$ cat config.mk
export PLATFORM = sky130hd
export DESIGN_NAME = irq_cause_agg
export DESIGN_NICKNAME = d
export VERILOG_FILES = /design/src/rtl/irq_agg_pkg.sv /design/src/rtl/irq_agg_pinreg.sv /design/src/rtl/irq_agg_summary.sv /design/src/rtl/irq_agg_regs.sv /design/src/rtl/irq_cause_agg.sv
export SDC_FILE = /design/constraint.sdc
export NUM_CORES = 1
export LEC_CHECK = 0
export ABC_AREA = 0
export BUFFER_PORTS_ARGS = -buffer_cell sky130_fd_sc_hd__buf_2
export CORE_ASPECT_RATIO = 0.9
export CORE_MARGIN = 1
export CORE_UTILIZATION = 34
export DETAILED_ROUTE_END_ITERATION = 7
export PLACE_DENSITY = 0.56
export REMOVE_ABC_BUFFERS = 1
export SLEW_MARGIN = 20
export SYNTH_ARGS = -nofsm -noshare
export SYNTH_HDL_FRONTEND = slang
export SYNTH_SLANG_ARGS = --single-unit
$ cat constraint.sdc
create_clock -name clk -period 3.1 [get_ports clk]
set_clock_uncertainty 0.05 [all_clocks]
set_input_delay 0.775 -clock clk [delete_from_list [all_inputs] [get_ports clk]]
set_output_delay 0.775 -clock clk [all_outputs]
set_load 0.02 [all_outputs]
$ cat src/rtl/irq_agg_pkg.sv
package irq_agg_pkg;
  localparam int unsigned ADDR_W = 16;
  localparam int unsigned WORD_W = 32;

  localparam logic [ADDR_W-1:0] A_CAUSE_LO  = 16'h0004;
  localparam logic [ADDR_W-1:0] A_CAUSE_HI  = 16'h000C;
  localparam logic [ADDR_W-1:0] A_MASK_LO   = 16'h0014;
  localparam logic [ADDR_W-1:0] A_MASK_HI   = 16'h001C;
  localparam logic [ADDR_W-1:0] A_PIN_CAUSE = 16'hF108;
  localparam logic [ADDR_W-1:0] A_PIN_MASK  = 16'hF10C;

  typedef enum logic [2:0] {
    SEL_NONE,
    SEL_CAUSE_LO,
    SEL_CAUSE_HI,
    SEL_MASK_LO,
    SEL_MASK_HI,
    SEL_PIN_CAUSE,
    SEL_PIN_MASK
  } reg_sel_e;

  function automatic reg_sel_e decode_addr(input logic [ADDR_W-1:0] a);
    reg_sel_e s;
    case (a)
      A_CAUSE_LO:  s = SEL_CAUSE_LO;
      A_CAUSE_HI:  s = SEL_CAUSE_HI;
      A_MASK_LO:   s = SEL_MASK_LO;
      A_MASK_HI:   s = SEL_MASK_HI;
      A_PIN_CAUSE: s = SEL_PIN_CAUSE;
      A_PIN_MASK:  s = SEL_PIN_MASK;
      default:     s = SEL_NONE;
    endcase
    return s;
  endfunction
endpackage

$ cat src/rtl/irq_agg_pinreg.sv
module irq_agg_pinreg #(
  parameter int unsigned PIN_W = 32,
  localparam int unsigned IDX_W = $clog2(PIN_W)
) (
  input  logic             clk,
  input  logic             rst_n,
  input  logic             set_i,
  input  logic             clr_i,
  input  logic [IDX_W-1:0] idx_i,
  input  logic             load_i,
  input  logic [PIN_W-1:0] load_val_i,
  output logic [PIN_W-1:0] cause_o
);
  logic [PIN_W-1:0] onehot;
  logic [PIN_W-1:0] nxt;

  always_comb begin
    onehot = '0;
    onehot[idx_i] = 1'b1;
    nxt = cause_o;
    if (load_i) begin
      nxt = load_val_i;
    end else begin
      if (set_i) nxt = nxt | onehot;
      if (clr_i) nxt = nxt & ~onehot;
    end
  end

  always_ff @(posedge clk) begin
    if (!rst_n) cause_o <= '0;
    else        cause_o <= nxt;
  end
endmodule

$ cat src/rtl/irq_agg_summary.sv
module irq_agg_summary #(
  parameter int unsigned WORD_W     = 32,
  parameter int unsigned PIN_W      = 32,
  parameter int unsigned GROUP_W    = 8,
  parameter int unsigned GROUP_BASE = 24,
  parameter int unsigned DMA_W      = 8,
  parameter int unsigned DMA_BIT    = 4,
  localparam int unsigned N_GROUPS  = PIN_W / GROUP_W
) (
  input  logic [PIN_W-1:0]  pin_cause_i,
  input  logic [PIN_W-1:0]  pin_mask_i,
  input  logic [DMA_W-1:0]  dma_cause_i,
  output logic [WORD_W-1:0] cause_lo_o,
  output logic [WORD_W-1:0] cause_hi_o
);
  logic [PIN_W-1:0]    active;
  logic [N_GROUPS-1:0] grp_hit;

  assign active = pin_cause_i & pin_mask_i;

  for (genvar g = 0; g < N_GROUPS; g++) begin : g_grp
    assign grp_hit[g] = |active[g*GROUP_W +: GROUP_W];
  end

  always_comb begin
    cause_hi_o = '0;
    cause_hi_o[GROUP_BASE +: N_GROUPS] = grp_hit;
    cause_hi_o[DMA_BIT] = |dma_cause_i;
  end

  assign cause_lo_o = '0;
endmodule

$ cat src/rtl/irq_agg_regs.sv
module irq_agg_regs
  import irq_agg_pkg::*;
#(
  parameter int unsigned PIN_W = 32
) (
  input  logic              clk,
  input  logic              rst_n,
  input  logic              cmd_valid,
  input  logic              cmd_write,
  input  logic [ADDR_W-1:0] cmd_addr,
  input  logic [WORD_W-1:0] cmd_wdata,
  input  logic [WORD_W-1:0] cause_lo_i,
  input  logic [WORD_W-1:0] cause_hi_i,
  input  logic [PIN_W-1:0]  pin_cause_i,
  output logic [WORD_W-1:0] mask_lo_o,
  output logic [WORD_W-1:0] mask_hi_o,
  output logic [PIN_W-1:0]  pin_mask_o,
  output logic              rsp_valid,
  output logic [WORD_W-1:0] rsp_data
);
  reg_sel_e          sel;
  logic [WORD_W-1:0] rd_mux;

  assign sel = decode_addr(cmd_addr);

  always_comb begin
    rd_mux = '0;
    case (sel)
      SEL_CAUSE_LO:  rd_mux = cause_lo_i;
      SEL_CAUSE_HI:  rd_mux = cause_hi_i;
      SEL_MASK_LO:   rd_mux = mask_lo_o;
      SEL_MASK_HI:   rd_mux = mask_hi_o;
      SEL_PIN_CAUSE: rd_mux = WORD_W'(pin_cause_i);
      SEL_PIN_MASK:  rd_mux = WORD_W'(pin_mask_o);
      default:       rd_mux = '0;
    endcase
  end

  always_ff @(posedge clk) begin
    if (!rst_n) begin
      mask_lo_o  <= '0;
      mask_hi_o  <= '0;
      pin_mask_o <= '0;
      rsp_valid  <= 1'b0;
      rsp_data   <= '0;
    end else begin
      rsp_valid <= cmd_valid && !cmd_write;
      if (cmd_valid && !cmd_write) rsp_data <= rd_mux;
      if (cmd_valid && cmd_write) begin
        case (sel)
          SEL_MASK_LO:  mask_lo_o  <= cmd_wdata;
          SEL_MASK_HI:  mask_hi_o  <= cmd_wdata;
          SEL_PIN_MASK: pin_mask_o <= cmd_wdata[PIN_W-1:0];
          default: ;
        endcase
      end
    end
  end
endmodule

$ cat src/rtl/irq_cause_agg.sv
module irq_cause_agg
  import irq_agg_pkg::*;
#(
  parameter int unsigned PIN_W      = 32,
  parameter int unsigned GROUP_W    = 8,
  parameter int unsigned GROUP_BASE = 24,
  parameter int unsigned DMA_W      = 8,
  parameter int unsigned DMA_BIT    = 4,
  localparam int unsigned IDX_W     = $clog2(PIN_W)
) (
  input  logic              clk,
  input  logic              rst_n,
  input  logic              cmd_valid,
  input  logic              cmd_write,
  input  logic [ADDR_W-1:0] cmd_addr,
  input  logic [WORD_W-1:0] cmd_wdata,
  output logic              rsp_valid,
  output logic [WORD_W-1:0] rsp_data,
  input  logic              pin_set,
  input  logic              pin_clr,
  input  logic [IDX_W-1:0]  pin_idx,
  input  logic              pin_load,
  input  logic [PIN_W-1:0]  pin_load_val,
  input  logic [DMA_W-1:0]  dma_cause,
  output logic              irq
);
  logic [PIN_W-1:0]  pin_cause;
  logic [PIN_W-1:0]  pin_mask;
  logic [WORD_W-1:0] cause_lo;
  logic [WORD_W-1:0] cause_hi;
  logic [WORD_W-1:0] mask_lo;
  logic [WORD_W-1:0] mask_hi;

  irq_agg_pinreg #(.PIN_W(PIN_W)) u_pin (
    .clk(clk), .rst_n(rst_n),
    .set_i(pin_set), .clr_i(pin_clr), .idx_i(pin_idx),
    .load_i(pin_load), .load_val_i(pin_load_val),
    .cause_o(pin_cause)
  );

  irq_agg_summary #(
    .WORD_W(WORD_W), .PIN_W(PIN_W), .GROUP_W(GROUP_W),
    .GROUP_BASE(GROUP_BASE), .DMA_W(DMA_W), .DMA_BIT(DMA_BIT)
  ) u_sum (
    .pin_cause_i(pin_cause), .pin_mask_i(pin_mask), .dma_cause_i(dma_cause),
    .cause_lo_o(cause_lo), .cause_hi_o(cause_hi)
  );

  irq_agg_regs #(.PIN_W(PIN_W)) u_regs (
    .clk(clk), .rst_n(rst_n),
    .cmd_valid(cmd_valid), .cmd_write(cmd_write),
    .cmd_addr(cmd_addr), .cmd_wdata(cmd_wdata),
    .cause_lo_i(cause_lo), .cause_hi_i(cause_hi), .pin_cause_i(pin_cause),
    .mask_lo_o(mask_lo), .mask_hi_o(mask_hi), .pin_mask_o(pin_mask),
    .rsp_valid(rsp_valid), .rsp_data(rsp_data)
  );

  always_ff @(posedge clk) begin
    if (!rst_n) irq <= 1'b0;
    else        irq <= (|(cause_lo & mask_lo)) || (|(cause_hi & mask_hi));
  end
endmodule

Word level (Yosys, flattened, before mapping)
Cells that the tools add are included.
{"block": "classes", "magnitude_cmp": 2, "eq_ne": 11, "bitwise": 5, "mux": 8, "reduce_logical": 13}
{"cell": "32-bit one-hot mux with 5 select lines", "count": 1}
{"cell": "32-bit 2-to-1 mux", "count": 4}
{"cell": "32-bit AND", "count": 2}
{"cell": "8-bit OR reduction", "count": 5}
{"cell": "28-bit by 32-bit AND with 32-bit output", "count": 1}
{"cell": "16-bit == test, second input constant", "count": 2}
{"cell": "16-bit by 5-bit == test with 1-bit output, second input constant", "count": 2}
{"cell": "32-bit inverter", "count": 1}
{"cell": "32-bit OR", "count": 1}
{"cell": "32-bit OR reduction", "count": 1}
{"cell": "3-bit one-hot mux with 6 select lines", "count": 1}
{"cell": "16-bit by 3-bit == test with 1-bit output, second input constant", "count": 1}
{"cell": "16-bit by 4-bit == test with 1-bit output, second input constant", "count": 1}
{"cell": "3-bit == test, second input constant", "count": 3}
{"cell": "3-bit by 2-bit == test with 1-bit output, second input constant", "count": 2}
{"cell": "5-bit by 6-bit < comparator with 1-bit output, second input constant", "count": 1}
{"cell": "2-bit AND reduction", "count": 3}
{"cell": "1-bit demux with 5-bit select", "count": 1}
{"cell": "5-bit by 1-bit >= comparator with 1-bit output, second input constant", "count": 1}
{"cell": "1-bit logical AND", "count": 3}
{"cell": "1-bit logical NOT", "count": 1}
{"cell": "1-bit 2-to-1 mux", "count": 1}
{"block": "word_totals", "reg_bits": 162, "output_inout_bits": 34, "input_bits": 100}

Logic depth before layout (Yosys ltp)
Gate-level depths: netlist (run 1).
{"block": "depth", "word_depth": 10, "depth_mapped": 8, "ltp_nobuf": 5}

Hierarchy
Synthesis (run 1) repeated with hierarchy kept, for this count alone.
{"block": "hier_totals", "cells_unflattened": 1045, "area_unflattened_um2": 8884.8}
{"mod": "irq_agg_regs", "n_inst": 1, "cells_each": 744, "area_each_um2": 6292.3, "seq_area_each_um2": 2582.5}
{"mod": "irq_agg_pinreg", "n_inst": 1, "cells_each": 176, "area_each_um2": 1622.8, "seq_area_each_um2": 640.6}
{"mod": "irq_agg_summary", "n_inst": 1, "cells_each": 83, "area_each_um2": 608.1, "seq_area_each_um2": 0.0}
{"mod": "irq_cause_agg", "n_inst": 1, "cells_each": 42, "area_each_um2": 361.6, "seq_area_each_um2": 20.0}

Worst setup path before layout (run 1)
OpenSTA, ideal clock, no wires.
{"block": "synth_path", "path_kind": "input-to-reg", "startpoint": "input port cmd_addr[9]", "endpoint": "register u_regs.mask_lo_o[10]", "setup_slack_ns": 0.892, "path_buffers": 2, "t_arrival_ns": 2.041, "required_time_ns": 2.934, "stages": 7, "setup_ns": 0.116, "path_cell_list": "nor4_4 > nand4_2 > or3_1 > clkbuf_1 > buf_2 > nand2_1 > a21boi_1"}
{"block": "synth_via", "elab_chain_cells": 4}
{"element": "start, declared", "line": "irq_cause_agg.sv:15", "text": "input logic [ADDR_W-1:0] cmd_addr,"}
{"element": "16-bit == test (tied with other cells)", "line": "irq_agg_pkg.sv:24", "text": "case (a)"}
{"element": "3-bit one-hot mux with 6 select lines (*)", "line": "irq_agg_pkg.sv:24"}
{"element": "3-bit by 2-bit == test with 1-bit output (*)", "line": "irq_agg_regs.sv:50", "text": "case (sel)"}
{"element": "2-bit AND reduction (no source line) (*)"}
{"element": "end signal, assigned", "line": "irq_agg_regs.sv:51", "text": "SEL_MASK_LO: mask_lo_o <= cmd_wdata;"}
{"element": "end, declared", "line": "irq_agg_regs.sv:15", "text": "output logic [WORD_W-1:0] mask_lo_o,"}
Mark *: on every way between the ends. The rest lies on a longest branch, timed or not.
A chain may end at the register's enable or synchronous reset.

Final worst setup path (run 1)
{"block": "layout_path", "startpoint": "input port cmd_addr[9]", "endpoint": "register u_regs.rsp_data[8]"}
{"block": "layout_via", "elab_chain_cells": 4}
{"element": "16-bit == test (tied with other cells)", "line": "irq_agg_pkg.sv:24"}
{"element": "3-bit one-hot mux with 6 select lines (*)", "line": "irq_agg_pkg.sv:24"}
{"element": "3-bit == test / 3-bit by 2-bit == test with 1-bit output (equally long branches)", "line": "irq_agg_regs.sv:28", "text": "case (sel)"}
{"element": "32-bit one-hot mux with 5 select lines (*)", "line": "irq_agg_regs.sv:28"}
{"element": "end signal, assigned", "line": "irq_agg_regs.sv:48", "text": "if (cmd_valid && !cmd_write) rsp_data <= rd_mux;"}
{"element": "end, declared", "line": "irq_agg_regs.sv:19", "text": "output logic [WORD_W-1:0] rsp_data"}
Marked as above.

==> qor.tcl, run 1 <==
set qor(first_pass_grt_wire_length_mm) 38.5
set qor(layout.cells.non_filler) 1308
set qor(avgViaCountPerCell) 5.47
set qor(h-tree-depth) 4
set qor(cts.root.buffer_cell) {clkbuf_16}
set qor(grt_max_degree) 72
set qor(synth_unique_cells) 47
set qor(tritoncts.num_buffers) 17
set qor(postRouteAntennaNets) 0
set qor(placeableCoreArea_sq_um) 22000
set qor(peak_clock_frequency_supported_by_timing_mhz) 433
set qor(hpwl_mm) 16.8
set qor(worstPathBufferInverterCount) 2
set qor(placed_cells) 1277
set qor(r2r_setup_slack_ps) 1270
set qor(final_core_utilization_pct) 41.9
set qor(final_layout_size_suffix_gt1_share_pct) 21.6
set qor(drv_cap) 0
set qor(grt-ovfl-total) 0
set qor(remaining_max_slew_budget_at_the_tightest_pin_pct) 51.8
set qor(cp.depth) 7
set qor(async_reset_ff_share_pct) 0
set qor(first_global_vias) 6641
set qor(holdCritPathClass) {register to register}
set qor(timing.hold.worst.start) {u_regs.mask_lo_o[31]$_SDFFE_PN0P_}
set qor(tritoncts_clock_tree) {built}
set qor(post_cts_buffers) 0
set qor(postLayoutCellArea_sq_um) 9190
set qor(clk_lat_worst_skew_ps) 430
set qor(synth_area_leaders) {dfxtp_1 (42%), nand2_1 (10%), a21boi_1 (8.8%)}
set qor(seq_area_frac_synth_pct) 42.0
set qor(worst_r2r_path_depth) 5
set qor(routabilityCongestion) 0.828
set qor(avgSynthCellArea_sq_um) 8.50
set qor(status) {finished, final reports clean}
set qor(global_route.usage.total_pct) 21.3
set qor(synth.cells.most_frequent) {nand2_1 (207), dfxtp_1 (162), a21boi_1 (90), a21oi_1 (84), clkbuf_1 (52)}
set qor(clk_path_buf_depth) 2
set qor(die_height_um) 145
set qor(synth.most_common_cell) {nand2_1}
set qor(min_period_over_period_pct) 74.5
set qor(cts_resized) 0
set qor(buffer_ports.inserted) 133
set qor(worstSetupPathType) {input port to register}
set qor(route.final.wire_length_mm) 24.8
set qor(ctsHoldBuffers) 0
set qor(dp_worst_setup_slack_ps) 349
set qor(routed_wire_length_per_instance_um) 19.0
set qor(post_dp_cell_area_sq_um) 8610
set qor(stage_delay_of_the_slowest_cell_on_the_critical_path_ps) 570
set qor(area_added_between_synthesis_and_finish_pct) 19.1
set qor(std_cell_rows) 51
set qor(postSynthCellCount) 908
set qor(hold-path-cell-count) 2
set qor(final_net_count) 1105
set qor(timing.critical_path.arrival_ps) 2610
set qor(setup_repair_after_global_routing_missed_its_margin) {false}
set qor(cts.clk_slew.worst_paths_ps) 60
set qor(layout_setup_ws_ps) 791
set qor(worstPathCellList) {buf_2 > nor4_4 > and4_1 > buf_4 > a32o_1 > a21oi_1 > a211oi_2}
set qor(via_count) 7152
set qor(tritoncts_num_sinks) 162
set qor(synth_edf_count) 0
set qor(drt_first_pass_iters) 5
set qor(largest_delay_contributor_family_on_the_critical_path) {simple AND/OR/NAND/NOR gates}
set qor(postSynth.topFlopCell) {dfxtp_1}
set qor(critPathLaunch) {cmd_addr[9]}
set qor(num_antenna_cells) 0
set qor(initialDrtViolationCount) 559
set qor(timing.critical_path.from_type) {input port}
set qor(worst_pin_slew_ps) 721
set qor(floorplan.die.width_um) 161
set qor(ys_ff_latch) 162
set qor(critical_path.reg2reg.startpoint) {u_pin.cause_o[8]$_SDFF_PN0_}
set qor(yosys_warnings) 0
set qor(endpoint_kind_of_the_worst_setup_timing_path) {register}
set qor(synth_top_cell_by_area) {dfxtp_1}
set qor(synth_largest_type_area_fraction_pct) 42.0
set qor(vdd.ir_drop.worst_v) 0.000316
set qor(fp.dieArea_sq_um) 23300
set qor(critical-path-slowest-cell) {and4_1}
set qor(io-pin-count) 134
set qor(power_leakage_nw) 3.19
set qor(critical_path.max_fanout) 10
set qor(report.final.slew_viol_count) 0
set qor(hold_viol) 0
set qor(timing.final.crit_period_ps) 2310
set qor(detail_route.drc_violations) 0
set qor(total_power_mw) 4.61
set qor(post_synth_instance_area_sq_um) 7720
set qor(final-setup-viol-count) 0
set qor(antenna_found_initial) 1
set qor(timing.critical_path.required_ps) 3400
set qor(initial_core_util_pct) 35.2
set qor(power_density_nw_per_um2) 501
## layer usage
metal / share of wire, % / vias up / track usage (%) / wire length [um]
li1: - / 3467 / - / -
met1: 48 / 3415 / 30.2 / 11900
met2: 44 / 239 / 32.5 / 11000
met3: 6.3 / 29 / 4.69 / 1570
met4: 1.2 / 2 / 5.42 / 306
met5: 0.060 / - / 0 / 15
## registers in the layout (all words and copies together) (netlist names)
name               count
u_pin.cause_o         32
u_regs.mask_hi_o      32
u_regs.mask_lo_o      32
u_regs.pin_mask_o     32
u_regs.rsp_data       32
irq                    1
u_regs.rsp_valid       1
## cells in the final DEF, fill, tap and decap left out, types with 2 or more instances in the layout
master      Yosys  routed
nand2_1       207     207
dfxtp_1       162     162
buf_2          12     132
a21boi_1       90      90
a21oi_1        84      84
a22oi_1        44      44
nor2_1         39      39
a211oi_1       31      31
a32o_1         27      27
nor2b_1        26      25
buf_4           8      21
a211oi_2       20      20
clkbuf_16       0      17
a21boi_0       15      15
a211o_1         8       8
nor4_1          5       5
and4_1          5       5
a221oi_1        5       5
o21ai_0         5       5
buf_12          0       5
and3_1          4       4
and3b_1         4       4
nor3b_2         4       4
nand4_1         4       4
a22o_1          4       4
a221o_1         4       4
clkbuf_1       52       4
nor3_1          3       3
bufinv_16       0       3
clkinvlp_4      0       3
clkinv_2        0       3
nor4b_1         2       2
nand3_1         2       2
and2b_1         2       2
nor3b_1         2       2
nand2b_1        2       2
nand4b_1        2       2
inv_1           2       2
nor3_4          1       2
## final timing paths
kind	end
max	u_regs.rsp_data[8]$_SDFFE_PN0P_
min reg2reg	u_regs.mask_lo_o[31]$_SDFFE_PN0P_
max reg2reg	u_regs.rsp_data[25]$_SDFFE_PN0P_
min	u_regs.mask_lo_o[31]$_SDFFE_PN0P_
## per-stage QoR
stage	hold WS [ps]	TNS (ps)
final	397	0
after CTS	401	0
after floorplan	380	-4780
after detailed placement	392	0
after global routing	414	0
after global placement	387	0
## logic make-up (layout without fill, tap and decap cells)
| group | after synthesis | count (layout) | share of synthesized area, % |
|---|---|---|---|
| buffers and inverters | 82 | 191 | 5.35 |
| AOI/OAI and AO/OA | 341 | 341 | 33.0 |
| DFF | 162 | 162 | 42.0 |
| and+or+nand+nor | 323 | 323 | 19.6 |
## report_power, final
part,internal [mW],switching [mW],leakage [nW]
Sequential,2.11,0.0263,1.31
Combinational,0.136,0.211,1.60
Clock,1.26,0.863,0.273
Total,3.50,1.10,3.19
## worst min-delay path, cell delays in order, from the launching register on
cell      delay [ps]
dfxtp_1          310
nand2_1           50
a21boi_1          50
## cell type report
cell class / count / area, sq um
inverter: 2 / 7.51
timing repair buffer: 158 / 918
tap: 291 / 364
fill: 2274 / 12800
clock buffer: 21 / 440
sequential: 162 / 3240
clock inverter: 10 / 136
multi-input combinational: 664 / 4080
Power figures use the tool's default switching activity.
==> inputs of run 2 (changes only) <==
--- a/config.mk
+++ b/config.mk
@@ -5,13 +5,13 @@
 export SDC_FILE = /design/constraint.sdc
 export NUM_CORES = 1
 export LEC_CHECK = 0
-export ABC_AREA = 0
+export ABC_AREA = 1
 export BUFFER_PORTS_ARGS = -buffer_cell sky130_fd_sc_hd__buf_2
 export CORE_ASPECT_RATIO = 0.9
 export CORE_MARGIN = 1
 export CORE_UTILIZATION = 34
 export DETAILED_ROUTE_END_ITERATION = 7
-export PLACE_DENSITY = 0.56
+export PLACE_DENSITY = 0.58
 export REMOVE_ABC_BUFFERS = 1
 export SLEW_MARGIN = 20
 export SYNTH_ARGS = -nofsm -noshare
==> constraint.sdc (replaced) <==
create_clock -name clk -period 1.9 [get_ports clk]
set_clock_uncertainty 0.05 [all_clocks]
set_input_delay 0.475 -clock clk [delete_from_list [all_inputs] [get_ports clk]]
set_output_delay 0.475 -clock clk [all_outputs]
set_load 0.02 [all_outputs]
==> run 2 against run 1 <==
Compared with the run above:
- global-route usage decreased by 1.0 points
- non-clock buffer count increased by 12
- critical path depth decreased by 6
- via count increased by 6.3%
- area after synthesis decreased by 0.50%
- final cell count increased by 15%
- clock power increased by 69%
- synthesized cell count increased by 20%
- combinational power increased by 54%
- setup slack got worse by 400 ps
- largest power group is now the clock network
==> qor.tcl, run 2 <==
set qor(status) {finished, final reports clean}
set qor(clk_path_buf_depth) 2 ;# unchanged
set qor(power_density_nw_per_um2) 800 ;# +60%
set qor(buffer_ports.inserted) 133 ;# unchanged
set qor(avgViaCountPerCell) 5.05 ;# -7.6%
set qor(post_dp_cell_area_sq_um) 8890 ;# +3.2%
set qor(routabilityCongestion) 0.788 ;# -4.8%
set qor(grt-ovfl-total) 0 ;# unchanged
set qor(initial_core_util_pct) 35.1 ;# -0.075 points
set qor(postSynth.topFlopCell) {dfxtp_1}
set qor(critical_path.max_fanout) 2 ;# -8
set qor(worst_pin_slew_ps) 786 ;# +65.1 ps
set qor(holdCritPathClass) {input port to register}
set qor(seq_area_frac_synth_pct) 42.2 ;# +0.21 points
set qor(synth.cells.most_frequent) {nand2_1 (193), dfxtp_1 (162), a21oi_1 (158), nand3_1 (126), inv_1 (87)}
set qor(most-common-layout-cells) {nand2_1 (193), dfxtp_1 (162), a21oi_1 (158)}
set qor(synth_unique_cells) 29 ;# -38%
set qor(endpoint_kind_of_the_worst_setup_timing_path) {output port}
set qor(async_reset_ff_share_pct) 0 ;# unchanged
set qor(min_period_over_period_pct) 79.2
set qor(layout.cells.most_common) {nand2_1}
set qor(stage_delay_of_the_slowest_cell_on_the_critical_path_ps) 360 ;# -210 ps
set qor(final-setup-viol-count) 0 ;# unchanged
set qor(cts_resized) 0 ;# unchanged
set qor(synth_top_cell_by_area) {dfxtp_1}
set qor(avgSynthCellArea_sq_um) 7.04 ;# -17%
set qor(die_height_um) 145 ;# -0.24%
set qor(antenna_found_initial) 1 ;# unchanged
set qor(first_pass_grt_wire_length_mm) 37.4 ;# -2.9%
set qor(timing.final.crit_period_ps) 1500
set qor(global_route.usage.total_pct) 20.3 ;# -1.0 points
set qor(hold_viol) 0 ;# unchanged
set qor(cts.root.buffer_cell) {clkbuf_16}
set qor(floorplan.die.width_um) 160 ;# -0.25%
set qor(ctsHoldBuffers) 0 ;# unchanged
set qor(area_added_between_synthesis_and_finish_pct) 23.8
set qor(drv_cap) 0 ;# unchanged
set qor(postRouteAntennaNets) 0 ;# unchanged
set qor(std_cell_rows) 51 ;# unchanged
set qor(setup_repair_after_global_routing_missed_its_margin) {false}
set qor(via_count) 7603 ;# +6.3%
set qor(postLayoutCellArea_sq_um) 9500 ;# +3.4%
set qor(placeableCoreArea_sq_um) 21900 ;# -0.29%
set qor(synth.most_common_cell) {nand2_1}
set qor(synth_area_leaders) {dfxtp_1 (42%), a21oi_1 (10%), nand2_1 (9.4%)}
set qor(peak_clock_frequency_supported_by_timing_mhz) 665
set qor(worstPathCellList) {buf_2}
set qor(postSynthCellCount) 1090 ;# +20%
set qor(ys_ff_latch) 162 ;# unchanged
set qor(largest_delay_contributor_family_on_the_critical_path) {flip-flops}
set qor(timing.critical_path.arrival_ps) 980 ;# -1630 ps
set qor(detail_route.drc_violations) 0 ;# unchanged
set qor(h-tree-depth) 4 ;# unchanged
set qor(timing.critical_path.from_type) {register}
set qor(report.final.slew_viol_count) 0 ;# unchanged
set qor(io-pin-count) 134 ;# unchanged
set qor(vdd.ir_drop.worst_v) 0.000451 ;# +43%
set qor(cts.clk_slew.worst_paths_ps) 70 ;# about the same
set qor(total_power_mw) 7.60 ;# +65%
set qor(tritoncts.num_buffers) 17 ;# unchanged
set qor(synth_edf_count) 0 ;# unchanged
set qor(remaining_max_slew_budget_at_the_tightest_pin_pct) 47.6 ;# -4.2 points
set qor(yosys_warnings) 0 ;# unchanged
set qor(worstPathBufferInverterCount) 1 ;# -1
set qor(synth_largest_type_area_fraction_pct) 42.2 ;# +0.21 points
set qor(drt_first_pass_iters) 5 ;# unchanged
set qor(hpwl_mm) 15.9 ;# -5.4%
set qor(worstSetupPathType) {register to output port}
set qor(clk_lat_worst_skew_ps) 430 ;# about the same
set qor(final_net_count) 1300 ;# +18%
set qor(first_global_vias) 7175 ;# +8.0%
set qor(critical-path-slowest-cell) {dfxtp_1}
set qor(initialDrtViolationCount) 475 ;# -15%
set qor(final_core_utilization_pct) 43.4 ;# +1.6 points
set qor(grt_max_degree) 65 ;# -9.7%
set qor(post_synth_instance_area_sq_um) 7680 ;# -0.50%
set qor(tritoncts_num_sinks) 162 ;# unchanged
set qor(power_leakage_nw) 3.86 ;# +21%
set qor(fp.dieArea_sq_um) 23200 ;# -0.49%
set qor(post_cts_buffers) 0 ;# unchanged
set qor(route.final.wire_length_mm) 23.0 ;# -7.3%
set qor(routed_wire_length_per_instance_um) 15.3 ;# -19%
set qor(timing.critical_path.required_ps) 1370 ;# -2030 ps
set qor(final_layout_size_suffix_gt1_share_pct) 18.7 ;# -2.9 points
set qor(tritoncts_clock_tree) {built}
-- run 2: per-stage QoR --
| step | instances | setup TNS (ps) | setup slack [ps] | hold WS [ps] |
|---|---|---|---|---|
| 2_1_floorplan | 1011 | -106800 | -1240 | 373 |
| 3_3_place_gp | 1472 | 0 | 12.5 | 382 |
| 3_5_place_dp | 1472 | -12.8 | -12.8 | 384 |
| 4_1_cts | 1504 | 0 | 390 | 244 |
| 5_1_grt | 1504 | 0 | 288 | 251 |
| 6_report | 1505 | 0 | 396 | 253 |
-- run 2: final timing paths --
path	cells past startpoint	startpoint	endpoint	slack [ps]
min	3	cmd_wdata[7]	u_regs.pin_mask_o[7]$_SDFFE_PN0P_	250
max	1	u_regs.rsp_data[27]$_SDFFE_PN0P_	rsp_data[27]	400
max reg2reg	8	u_pin.cause_o[3]$_SDFF_PN0_	irq$_SDFF_PN0_	580
min reg2reg	2	u_regs.mask_lo_o[9]$_SDFFE_PN0P_	u_regs.mask_lo_o[9]$_SDFFE_PN0P_	390
-- run 2: routing by layer --
metal  wire, um  vias to the layer above  GRT usage (%)
li1           -                     3940              -
met5          0                        -              0
met2      10400                      197           33.0
met4        186                        0           4.71
met3       1120                       18           4.19
met1      11300                     3448           27.5
-- run 2: cell type report --
| cell class | count | area [sq um] |
|---|---|---|
| Antenna cell | 1 | 2.50 |
| Clock buffer | 20 | 457 |
| Clock inverter | 12 | 154 |
| Fill cell | 2282 | 12400 |
| Inverter | 94 | 353 |
| Multi-Input combinational cell | 755 | 3710 |
| Sequential cell | 162 | 3240 |
| Tap cell | 291 | 364 |
| Timing Repair Buffer | 170 | 1220 |
-- run 2: where the power goes --
group	switching (mW)	internal (mW)
combinational	0.338	0.197
sequential	0.0362	3.44
clock	1.45	2.14
total	1.82	5.78
-- run 2: cells by family (layout without fill, tap and decap cells) --
| group | Yosys count | in the layout | synth area share, % |
|---|---|---|---|
| AO/OA/AOI/OAI | 312 | 312 | 21.7 |
| flip-flops | 162 | 162 | 42.2 |
| buffers and inverters | 173 | 296 | 9.52 |
| AND/OR/NAND/NOR | 443 | 443 | 26.5 |
| other | 0 | 1 | 0 |
